**src/rtl/uart_req_pkg.sv**
```systemverilog
package uart_req_pkg;

   localparam int unsigned DEF_DEPTH = 32;

   localparam int unsigned DEF_RX_L0 = 1;
   localparam int unsigned DEF_RX_L1 = 4;
   localparam int unsigned DEF_RX_L2 = 8;
   localparam int unsigned DEF_RX_L3 = 28;

   localparam int unsigned DEF_TX_L0 = 4;
   localparam int unsigned DEF_TX_L1 = 8;
   localparam int unsigned DEF_TX_L2 = 16;
   localparam int unsigned DEF_TX_L3 = 24;

   localparam int unsigned NUM_LEVELS = 4;

   // Initial (reset / FIFO clear) pin levels
   localparam logic RX_PIN_INIT = 1'b1;
   localparam logic TX_PIN_INIT = 1'b0;

   function automatic int unsigned cnt_width(input int unsigned depth);
      return $clog2(depth + 1);
   endfunction

endpackage

```
**src/rtl/uart_trig_level_sel.sv**
```systemverilog
module uart_trig_level_sel
   import uart_req_pkg::*;
#(
   parameter int unsigned DEPTH = DEF_DEPTH,
   parameter int unsigned CW    = cnt_width(DEPTH),
   parameter int unsigned L0    = 1,
   parameter int unsigned L1    = 4,
   parameter int unsigned L2    = 8,
   parameter int unsigned L3    = 28,
   localparam int unsigned SW   = $clog2(NUM_LEVELS)
) (
   input  logic [SW-1:0] sel,
   output logic [CW-1:0] level
);

   localparam int unsigned LVLS [NUM_LEVELS] = '{L0, L1, L2, L3};

   logic [CW-1:0] tab [NUM_LEVELS];

   for (genvar i = 0; i < NUM_LEVELS; i++) begin : g_tab
      if (LVLS[i] < 1 || LVLS[i] >= DEPTH) begin : g_bad
         $error("trigger level %0d out of range 1..DEPTH-1", i);
      end
      assign tab[i] = CW'(LVLS[i]);
   end

   assign level = tab[sel];

endmodule

```
**src/rtl/uart_rx_req_ctrl.sv**
```systemverilog
module uart_rx_req_ctrl
   import uart_req_pkg::*;
#(
   parameter int unsigned CW = 6
) (
   input  logic          clk,
   input  logic          rst_n,
   input  logic          clr,
   input  logic          dma_mode,
   input  logic          dma_entry,
   input  logic [CW-1:0] count,
   input  logic [CW-1:0] level,
   input  logic          timeout,
   output logic          req_n
);

   logic q;
   logic empty;
   logic hit;
   logic held;
   logic nxt;

   always_comb begin
      empty = (count == '0);
      hit   = (count >= level) || timeout;
      held  = dma_entry ? RX_PIN_INIT : q;
      if (dma_mode) begin
         if (empty)    nxt = 1'b1;
         else if (hit) nxt = 1'b0;
         else          nxt = held;
      end else begin
         nxt = empty;
      end
   end

   always_ff @(posedge clk or negedge rst_n) begin
      if (!rst_n)   q <= RX_PIN_INIT;
      else if (clr) q <= RX_PIN_INIT;
      else          q <= nxt;
   end

   assign req_n = q;

endmodule

```
**src/rtl/uart_tx_req_ctrl.sv**
```systemverilog
module uart_tx_req_ctrl
   import uart_req_pkg::*;
#(
   parameter int unsigned DEPTH = DEF_DEPTH,
   parameter int unsigned CW    = cnt_width(DEPTH)
) (
   input  logic          clk,
   input  logic          rst_n,
   input  logic          clr,
   input  logic          dma_mode,
   input  logic          dma_entry,
   input  logic [CW-1:0] count,
   input  logic [CW-1:0] level,
   output logic          req_n
);

   localparam logic [CW-1:0] FULL = CW'(DEPTH);

   logic q;
   logic full;
   logic below;
   logic held;
   logic nxt;

   always_comb begin
      full  = (count == FULL);
      below = (count < level);
      held  = dma_entry ? TX_PIN_INIT : q;
      if (dma_mode) begin
         if (full)       nxt = 1'b1;
         else if (below) nxt = 1'b0;
         else            nxt = held;
      end else begin
         nxt = (count != '0);
      end
   end

   always_ff @(posedge clk or negedge rst_n) begin
      if (!rst_n)   q <= TX_PIN_INIT;
      else if (clr) q <= TX_PIN_INIT;
      else          q <= nxt;
   end

   assign req_n = q;

endmodule

```
**src/rtl/uart_xfer_ready.sv**
```systemverilog
module uart_xfer_ready
   import uart_req_pkg::*;
#(
   parameter int unsigned DEPTH = DEF_DEPTH,
   parameter int unsigned RX_L0 = DEF_RX_L0,
   parameter int unsigned RX_L1 = DEF_RX_L1,
   parameter int unsigned RX_L2 = DEF_RX_L2,
   parameter int unsigned RX_L3 = DEF_RX_L3,
   parameter int unsigned TX_L0 = DEF_TX_L0,
   parameter int unsigned TX_L1 = DEF_TX_L1,
   parameter int unsigned TX_L2 = DEF_TX_L2,
   parameter int unsigned TX_L3 = DEF_TX_L3,
   localparam int unsigned CW   = cnt_width(DEPTH),
   localparam int unsigned SW   = $clog2(NUM_LEVELS)
) (
   input  logic          clk,
   input  logic          rst_n,
   input  logic          fifo_clr,
   input  logic          dma_mode,
   input  logic [CW-1:0] rx_count,
   input  logic          rx_timeout,
   input  logic [SW-1:0] rx_trig_sel,
   input  logic [CW-1:0] tx_count,
   input  logic [SW-1:0] tx_trig_sel,
   output logic          rx_ready_n,
   output logic          tx_ready_n
);

   if (DEPTH < 2) begin : g_bad_depth
      $error("DEPTH must be at least 2");
   end

   logic          mode_q;
   logic          dma_entry;
   logic [CW-1:0] rx_level;
   logic [CW-1:0] tx_level;

   always_ff @(posedge clk or negedge rst_n) begin
      if (!rst_n) mode_q <= 1'b0;
      else        mode_q <= dma_mode;
   end

   assign dma_entry = dma_mode & ~mode_q;

   uart_trig_level_sel #(
      .DEPTH(DEPTH), .CW(CW),
      .L0(RX_L0), .L1(RX_L1), .L2(RX_L2), .L3(RX_L3)
   ) u_rx_lvl (
      .sel   (rx_trig_sel),
      .level (rx_level)
   );

   uart_trig_level_sel #(
      .DEPTH(DEPTH), .CW(CW),
      .L0(TX_L0), .L1(TX_L1), .L2(TX_L2), .L3(TX_L3)
   ) u_tx_lvl (
      .sel   (tx_trig_sel),
      .level (tx_level)
   );

   uart_rx_req_ctrl #(.CW(CW)) u_rx (
      .clk       (clk),
      .rst_n     (rst_n),
      .clr       (fifo_clr),
      .dma_mode  (dma_mode),
      .dma_entry (dma_entry),
      .count     (rx_count),
      .level     (rx_level),
      .timeout   (rx_timeout),
      .req_n     (rx_ready_n)
   );

   uart_tx_req_ctrl #(.DEPTH(DEPTH), .CW(CW)) u_tx (
      .clk       (clk),
      .rst_n     (rst_n),
      .clr       (fifo_clr),
      .dma_mode  (dma_mode),
      .dma_entry (dma_entry),
      .count     (tx_count),
      .level     (tx_level),
      .req_n     (tx_ready_n)
   );

endmodule

```
**config.mk**
```make
export PLATFORM = sky130hd
export DESIGN_NAME = uart_xfer_ready
export DESIGN_NICKNAME = d
export VERILOG_FILES = /design/src/rtl/uart_req_pkg.sv /design/src/rtl/uart_trig_level_sel.sv /design/src/rtl/uart_rx_req_ctrl.sv /design/src/rtl/uart_tx_req_ctrl.sv /design/src/rtl/uart_xfer_ready.sv
export SDC_FILE = /design/constraint.sdc
export NUM_CORES = 1
export LEC_CHECK = 0
export BUFFER_PORTS_ARGS = -buffer_cell sky130_fd_sc_hd__buf_2
export CAP_MARGIN = 20
export CORE_MARGIN = 1
export CORE_UTILIZATION = 35
export DETAILED_ROUTE_END_ITERATION = 10
export PLACE_DENSITY = 0.74
export SLEW_MARGIN = 5
export SYNTH_ARGS = -nofsm -noshare
export SYNTH_HDL_FRONTEND = slang
export SYNTH_HIERARCHICAL = 1
export SYNTH_SLANG_ARGS = --single-unit
```
**constraint.sdc**
```tcl
create_clock -name clk -period 1.9 [get_ports clk]
set_clock_uncertainty 0.1 [all_clocks]
set_input_delay 0 -clock clk [delete_from_list [all_inputs] [get_ports clk]]
set_output_delay 0 -clock clk [all_outputs]
set_load 0.01 [all_outputs]
```
Word-level counts from Yosys, hierarchy flattened

Index checks and enable logic that the tools add are counted.

Magnitude comparators: 4
Eq/ne operators: 3
Multiplexer cells: 16
Bitwise operators: 4
Reductions and logical operators: 3

Operators by type and width:

| operator                                                         | number |
|---|---|
| 6-bit binary-select mux with 2-bit select                        | 2 |
| 6-bit 2-to-1 mux                                                 | 4 |
| 1-bit 2-to-1 mux                                                 | 10 |
| 5-bit by 2-bit != test with 1-bit output (second input constant) | 2 |
| 6-bit equality test (second input constant)                      | 1 |
| 3-bit greater-or-equal comparator (second input constant)        | 2 |
| 6-bit greater-or-equal comparator                                | 1 |
| 6-bit logical NOT                                                | 1 |
| 6-bit less-than comparator                                       | 1 |
| 2-bit inverter with 3-bit output                                 | 2 |
| 6-bit nonzero test                                               | 1 |
| 1-bit bitwise AND                                                | 1 |
| 1-bit logical OR                                                 | 1 |
| 1-bit inverter                                                   | 1 |

Flip-flop bits (word level): 3
Output and inout bits: 2

Logic depth before layout (Yosys ltp)

Depth in word-level cells: 10
Mapped depth: 7
Gate-level depth less buffers: 7

Hierarchy

Netlist, hierarchy kept.

Modules (own cells, without submodules):

| module                         | times used | cells each | area an instance (µm²) | seq. area each (µm²) |
|---|---|---|---|---|
| uart_rx_req_ctrl               | 1          | 27         | 200.2                  | 26.3 |
| uart_tx_req_ctrl               | 1          | 24         | 192.7                  | 25.0 |
| uart_trig_level_sel (u_tx_lvl) | 1          | 7          | 45.0                   | 0.0 |
| uart_trig_level_sel (u_rx_lvl) | 1          | 7          | 43.8                   | 0.0 |
| uart_xfer_ready                | 1          | 2          | 38.8                   | 25.0 |

Least setup slack after synthesis

No wires, ideal clock.

Path kind: input port to flip-flop
Start: input port tx_trig_sel[0]
End: register u_tx.q (netlist: u_tx/req_n)
Setup time: 123 ps
Data arrival time: 943 ps
Data required time: 1677 ps
Slack: 735 ps
Cell stages on the path: 7
Cells stage by stage: buf_4 -> inv_1 -> ha_1 -> a211o_1 -> a21oi_2 -> o21ai_1 -> o2bb2ai_1

Word-level cells in the longest chain between the ends: 9

RTL lines:

| element                                                  | line                      | text |
|---|---|---|
| start: declaration                                       | uart_xfer_ready.sv:24     | `input logic [SW-1:0] tx_trig_sel,` |
| 2-bit inverter with 3-bit output (implied by the code) * | uart_trig_level_sel.sv:27 | `assign level = tab[sel];` |
| 6-bit binary-select mux with 2-bit select *              | uart_trig_level_sel.sv:27 |  |
| 6-bit 2-to-1 mux (implied by the code) * (2 in series)   | uart_trig_level_sel.sv:27 |  |
| 6-bit less-than comparator *                             | uart_tx_req_ctrl.sv:27    | `below = (count < level);` |
| 1-bit 2-to-1 mux                                         | uart_tx_req_ctrl.sv:31    | `else if (below) nxt = 1'b0;` |
| 1-bit 2-to-1 mux                                         | uart_tx_req_ctrl.sv:30    | `if (full) nxt = 1'b1;` |
| 1-bit 2-to-1 mux                                         | uart_tx_req_ctrl.sv:29    | `if (dma_mode) begin` |
| 1-bit 2-to-1 mux                                         | uart_tx_req_ctrl.sv:40    | `else if (clr) q <= TX_PIN_INIT;` |
| end signal: assignment                                   | uart_tx_req_ctrl.sv:41    | `else q <= nxt;` |
| end: declaration                                         | uart_tx_req_ctrl.sv:19    | `logic q;` |

Every way passes the cells marked *; elsewhere a longest branch is shown, timed or not. The select of a mux whose other input is x is not followed.
A chain may end at the register's enable or synchronous reset.

Final worst setup path

Start: input port dma_mode
End: register u_rx.q (netlist: u_rx/req_n)

Word-level cells in the longest chain between the ends: 2

RTL lines:

| element                                            | line                   | text |
|---|---|---|
| start: declaration                                 | uart_xfer_ready.sv:19  | `input logic dma_mode,` |
| 1-bit bitwise AND                                  | uart_xfer_ready.sv:43  | `assign dma_entry = dma_mode & ~mode_q;` |
| via dma_entry                                      | uart_xfer_ready.sv:34  | `logic dma_entry;` |
| 5-bit by 2-bit != test with 1-bit output (no line) | n/a                    |  |
| end signal: assignment                             | uart_rx_req_ctrl.sv:39 | `else q <= nxt;` |
| end: declaration                                   | uart_rx_req_ctrl.sv:17 | `logic q;` |

The timed path passes the listed nets, and every way through them passes these cells.

==> results.py <==
metrics = {
    "die": {
        "die_width_um": 40.6,
        "fp-row-count": 13,
        "initial_core_util": 0.386,
        "coreArea_um2": 1350,
        "die-area_um2": 1650,
        "io_pins": 23,
        "fp.dieH_um": 40.6,
    },
    "cts": {
        "clk_root_buffer_cell": "clkbuf_4",
        "numCtsBuffers": 3,
        "clock-sinks": 3,
        "insertion_delay_ns": 0.23,
        "htree_levels": 1,
        "path_clk_slew_ns": 0.03,
        "cts_tree": "done",
        "cts_buffer_depth": 2,
        "ctsResizeCount": 0,
    },
    "detailed_routing": {
        "vias": 497,
        "drt-initial-drc-count": 6,
        "drc": 0,
        "dr.pass1.iters": 4,
        "wirelength_um": 996,
        "avgViaCountPerCell": 4.60,
        "antenna_left": 0,
        "wl_per_cell_um": 9.22,
    },
    "yosys": {
        "yosysTopAreaCell": "ha_1",
        "synth.area.top_cells": "ha_1 26%, buf_4 13%, dfrtp_1 9.6%, inv_1 7.9%, a21oi_1 5.8%",
        "synth_seq_cells": 3,
        "ys_types": 22,
        "syn_area_per_cell_um2": 7.77,
        "yosysSeqAreaShare": 0.147,
        "yosys_warnings": 6,
        "syn_area_um2": 520,
        "synthDominantCellAreaShare": 0.264,
        "syn-instance-count": 67,
    },
    "sta": {
        "setup_viol": 0,
        "period_needed_ns": 1.73,
        "setup_tns_ns": 0,
        "final_hold_viol_count": 0,
        "slew_viol_final": 0,
        "worst_hold_slack_ns": 0.0329,
        "period_share": 0.913,
        "rsz0062_at_grt": "no",
        "fmax_ghz": 0.577,
    },
    "setup_path": {
        "setup.worst_path.end_class": "flip-flop",
        "ff2ff_setup_slack_ns": 0.24,
        "crit_top_cell": "dlygate4sd3_1",
        "cp_max_fo": 5,
        "path_cells": "dlygate4sd3_1, buf_2, nor2b_4, nor2_1, a21oi_1, nand4_1, o21ai_1, dlygate4sd3_1",
        "worstPathRequired_ns": 1.97,
        "worst_path_largest_cell_delay_ns": 0.57,
        "crit_arrival_ns": 1.80,
        "crit_type": "in -> reg",
        "slowest_stage": "dlygate4sd3_1",
        "critPathLaunchType": "primary input",
    },
    "place": {
        "gp_congestion": 0.812,
        "placed_cell_area_um2": 593,
        "hpwlAfterDp_um": 824,
        "portBuffers": 22,
    },
    "power_and_ir_drop": {
        "power_density_nw_per_um2": 426,
        "p_leak_uw": 0.000356,
        "ir_drop_mv": 0.177,
    },
    "global_route": {
        "grt_pass1_wl_um": 1600,
        "overflow": 0,
        "grt_pass1_vias": 439,
        "grt_util_all_layers": 0.146,
        "grt_max_degree": 6,
        "antenna_found_initial": 0,
    },
    "final_layout": {
        "stdcell_area_um2": 679,
        "num_antenna_cells": 0,
        "n_fill_cell": 127,
        "syn_to_final_growth_pct": 30.5,
        "final_core_util": 0.503,
        "nets": 126,
        "drive_above_1_share": 0.312,
    },
    "min_path": {
        "hold_class": "in -> reg",
    },
    "run_status": {
        "outcome": "finished clean",
    },
    "flow_run": {
        "maxCapViolCount": 0,
    },
}
## where the power goes
group / switching [µW] / internal, µW / leakage (µW)
clock: 30.8 / 78.6 / 0.0000150
sequential: 1.99 / 69.6 / 0.0000350
combinational: 50.8 / 57.8 / 0.000306
total: 83.5 / 206 / 0.000356
## layout by cell type (no fill, tap or decap)
cell type / instances
a211o_1: 1
a21oi_1: 6
a21oi_2: 1
a31oi_1: 1
and2_1: 1
buf_2: 22
clkbuf_1: 1
clkbuf_4: 3
conb_1: 5
dfrtp_1: 2
dfstp_2: 1
dlygate4sd3_1: 6
ha_1: 11
inv_1: 11
nand2b_1: 2
nand3_1: 3
nand4_1: 2
nor2_1: 6
nor2b_4: 1
nor3_1: 1
nor4_2: 1
nor4bb_1: 1
o21a_1: 1
o21ai_1: 2
o2bb2ai_1: 1
## synthesized netlist by cell type
library cell and count:
dfrtp_1 2, nor3_1 1, o2bb2ai_1 1, nor4_2 1
nand2b_1 2, dfstp_2 1, a31oi_1 1, nand4_1 2
inv_1 11, a211o_1 1, o21a_1 1, a21oi_1 6
buf_4 9, ha_1 11, conb_1 2, o21ai_1 2
a21oi_2 1, nor2_1 6, nor4bb_1 1, nand3_1 3
nor2b_4 1, and2_1 1
## final timing paths
| check | from | end | depth (start not counted) |
|---|---|---|---|
| worst max-delay path | dma_mode | u_rx/req_n | 8 |
| worst min-delay path | tx_count[5] | u_tx/req_n | 3 |
| worst max register to register | u_rx/req_n | u_rx/req_n | 5 |
| worst min register to register | u_tx/req_n | u_tx/req_n | 2 |
| max in group asynchronous | rst_n | u_tx/req_n | 3 |
| min in group asynchronous | rst_n | u_rx/req_n | 2 |
## area by class of cell
cell class,instances,area (µm²),area share
Clock buffer,4,26.3,0.0387
Inverter,11,41.3,0.0608
Multi-Input combinational cell,47,347,0.510
Sequential cell,3,76.3,0.112
Tap cell,15,18.8,0.0276
Timing Repair Buffer,28,170,0.250
## layer usage
layer	vias to the layer above	wire, µm	track usage
met5	-	0	0
met4	0	0	0.0250
met3	0	30	0.0500
met2	10	520	0.250
met1	219	444	0.176
li1	268	-	-
## stage by stage
stage,instances,power [µW],worst slack [ns]
after floorplan,70,141,0.735
after global placement,98,166,0.686
after detailed placement,98,170,0.649
after CTS,108,294,0.203
after global routing,108,317,0.0471
final,108,290,0.166
## repair_timing
| action | CTS | global route |
|---|---|---|
| buffers inserted | 0 | 0 |
| hold endpoints to repair | 6 | 0 |
| hold buffers | 6 | 0 |
## flip-flops by register name, summed over array words and instances, names as in the netlist
name / count
mode_q: 1
u_rx/req_n: 1
u_tx/req_n: 1
## worst max-delay path, delay by kind of cell
kind                   cells  cell delay [ns]
and+or+nand+nor            3             0.30
buffers and inverters      3             1.22
AOI/OAI and AO/OA          2             0.27
## cell families after synthesis
group | count (synthesis) | synth area share
AO/OA/AOI/OAI | 13 | 0.154
adder cells (fa/ha/maj) | 11 | 0.264
buffers and inverters | 20 | 0.209
flip-flops | 3 | 0.147
other | 2 | 0.0144
AND/OR/NAND/NOR | 18 | 0.212
(Power assumes the default switching activity.)
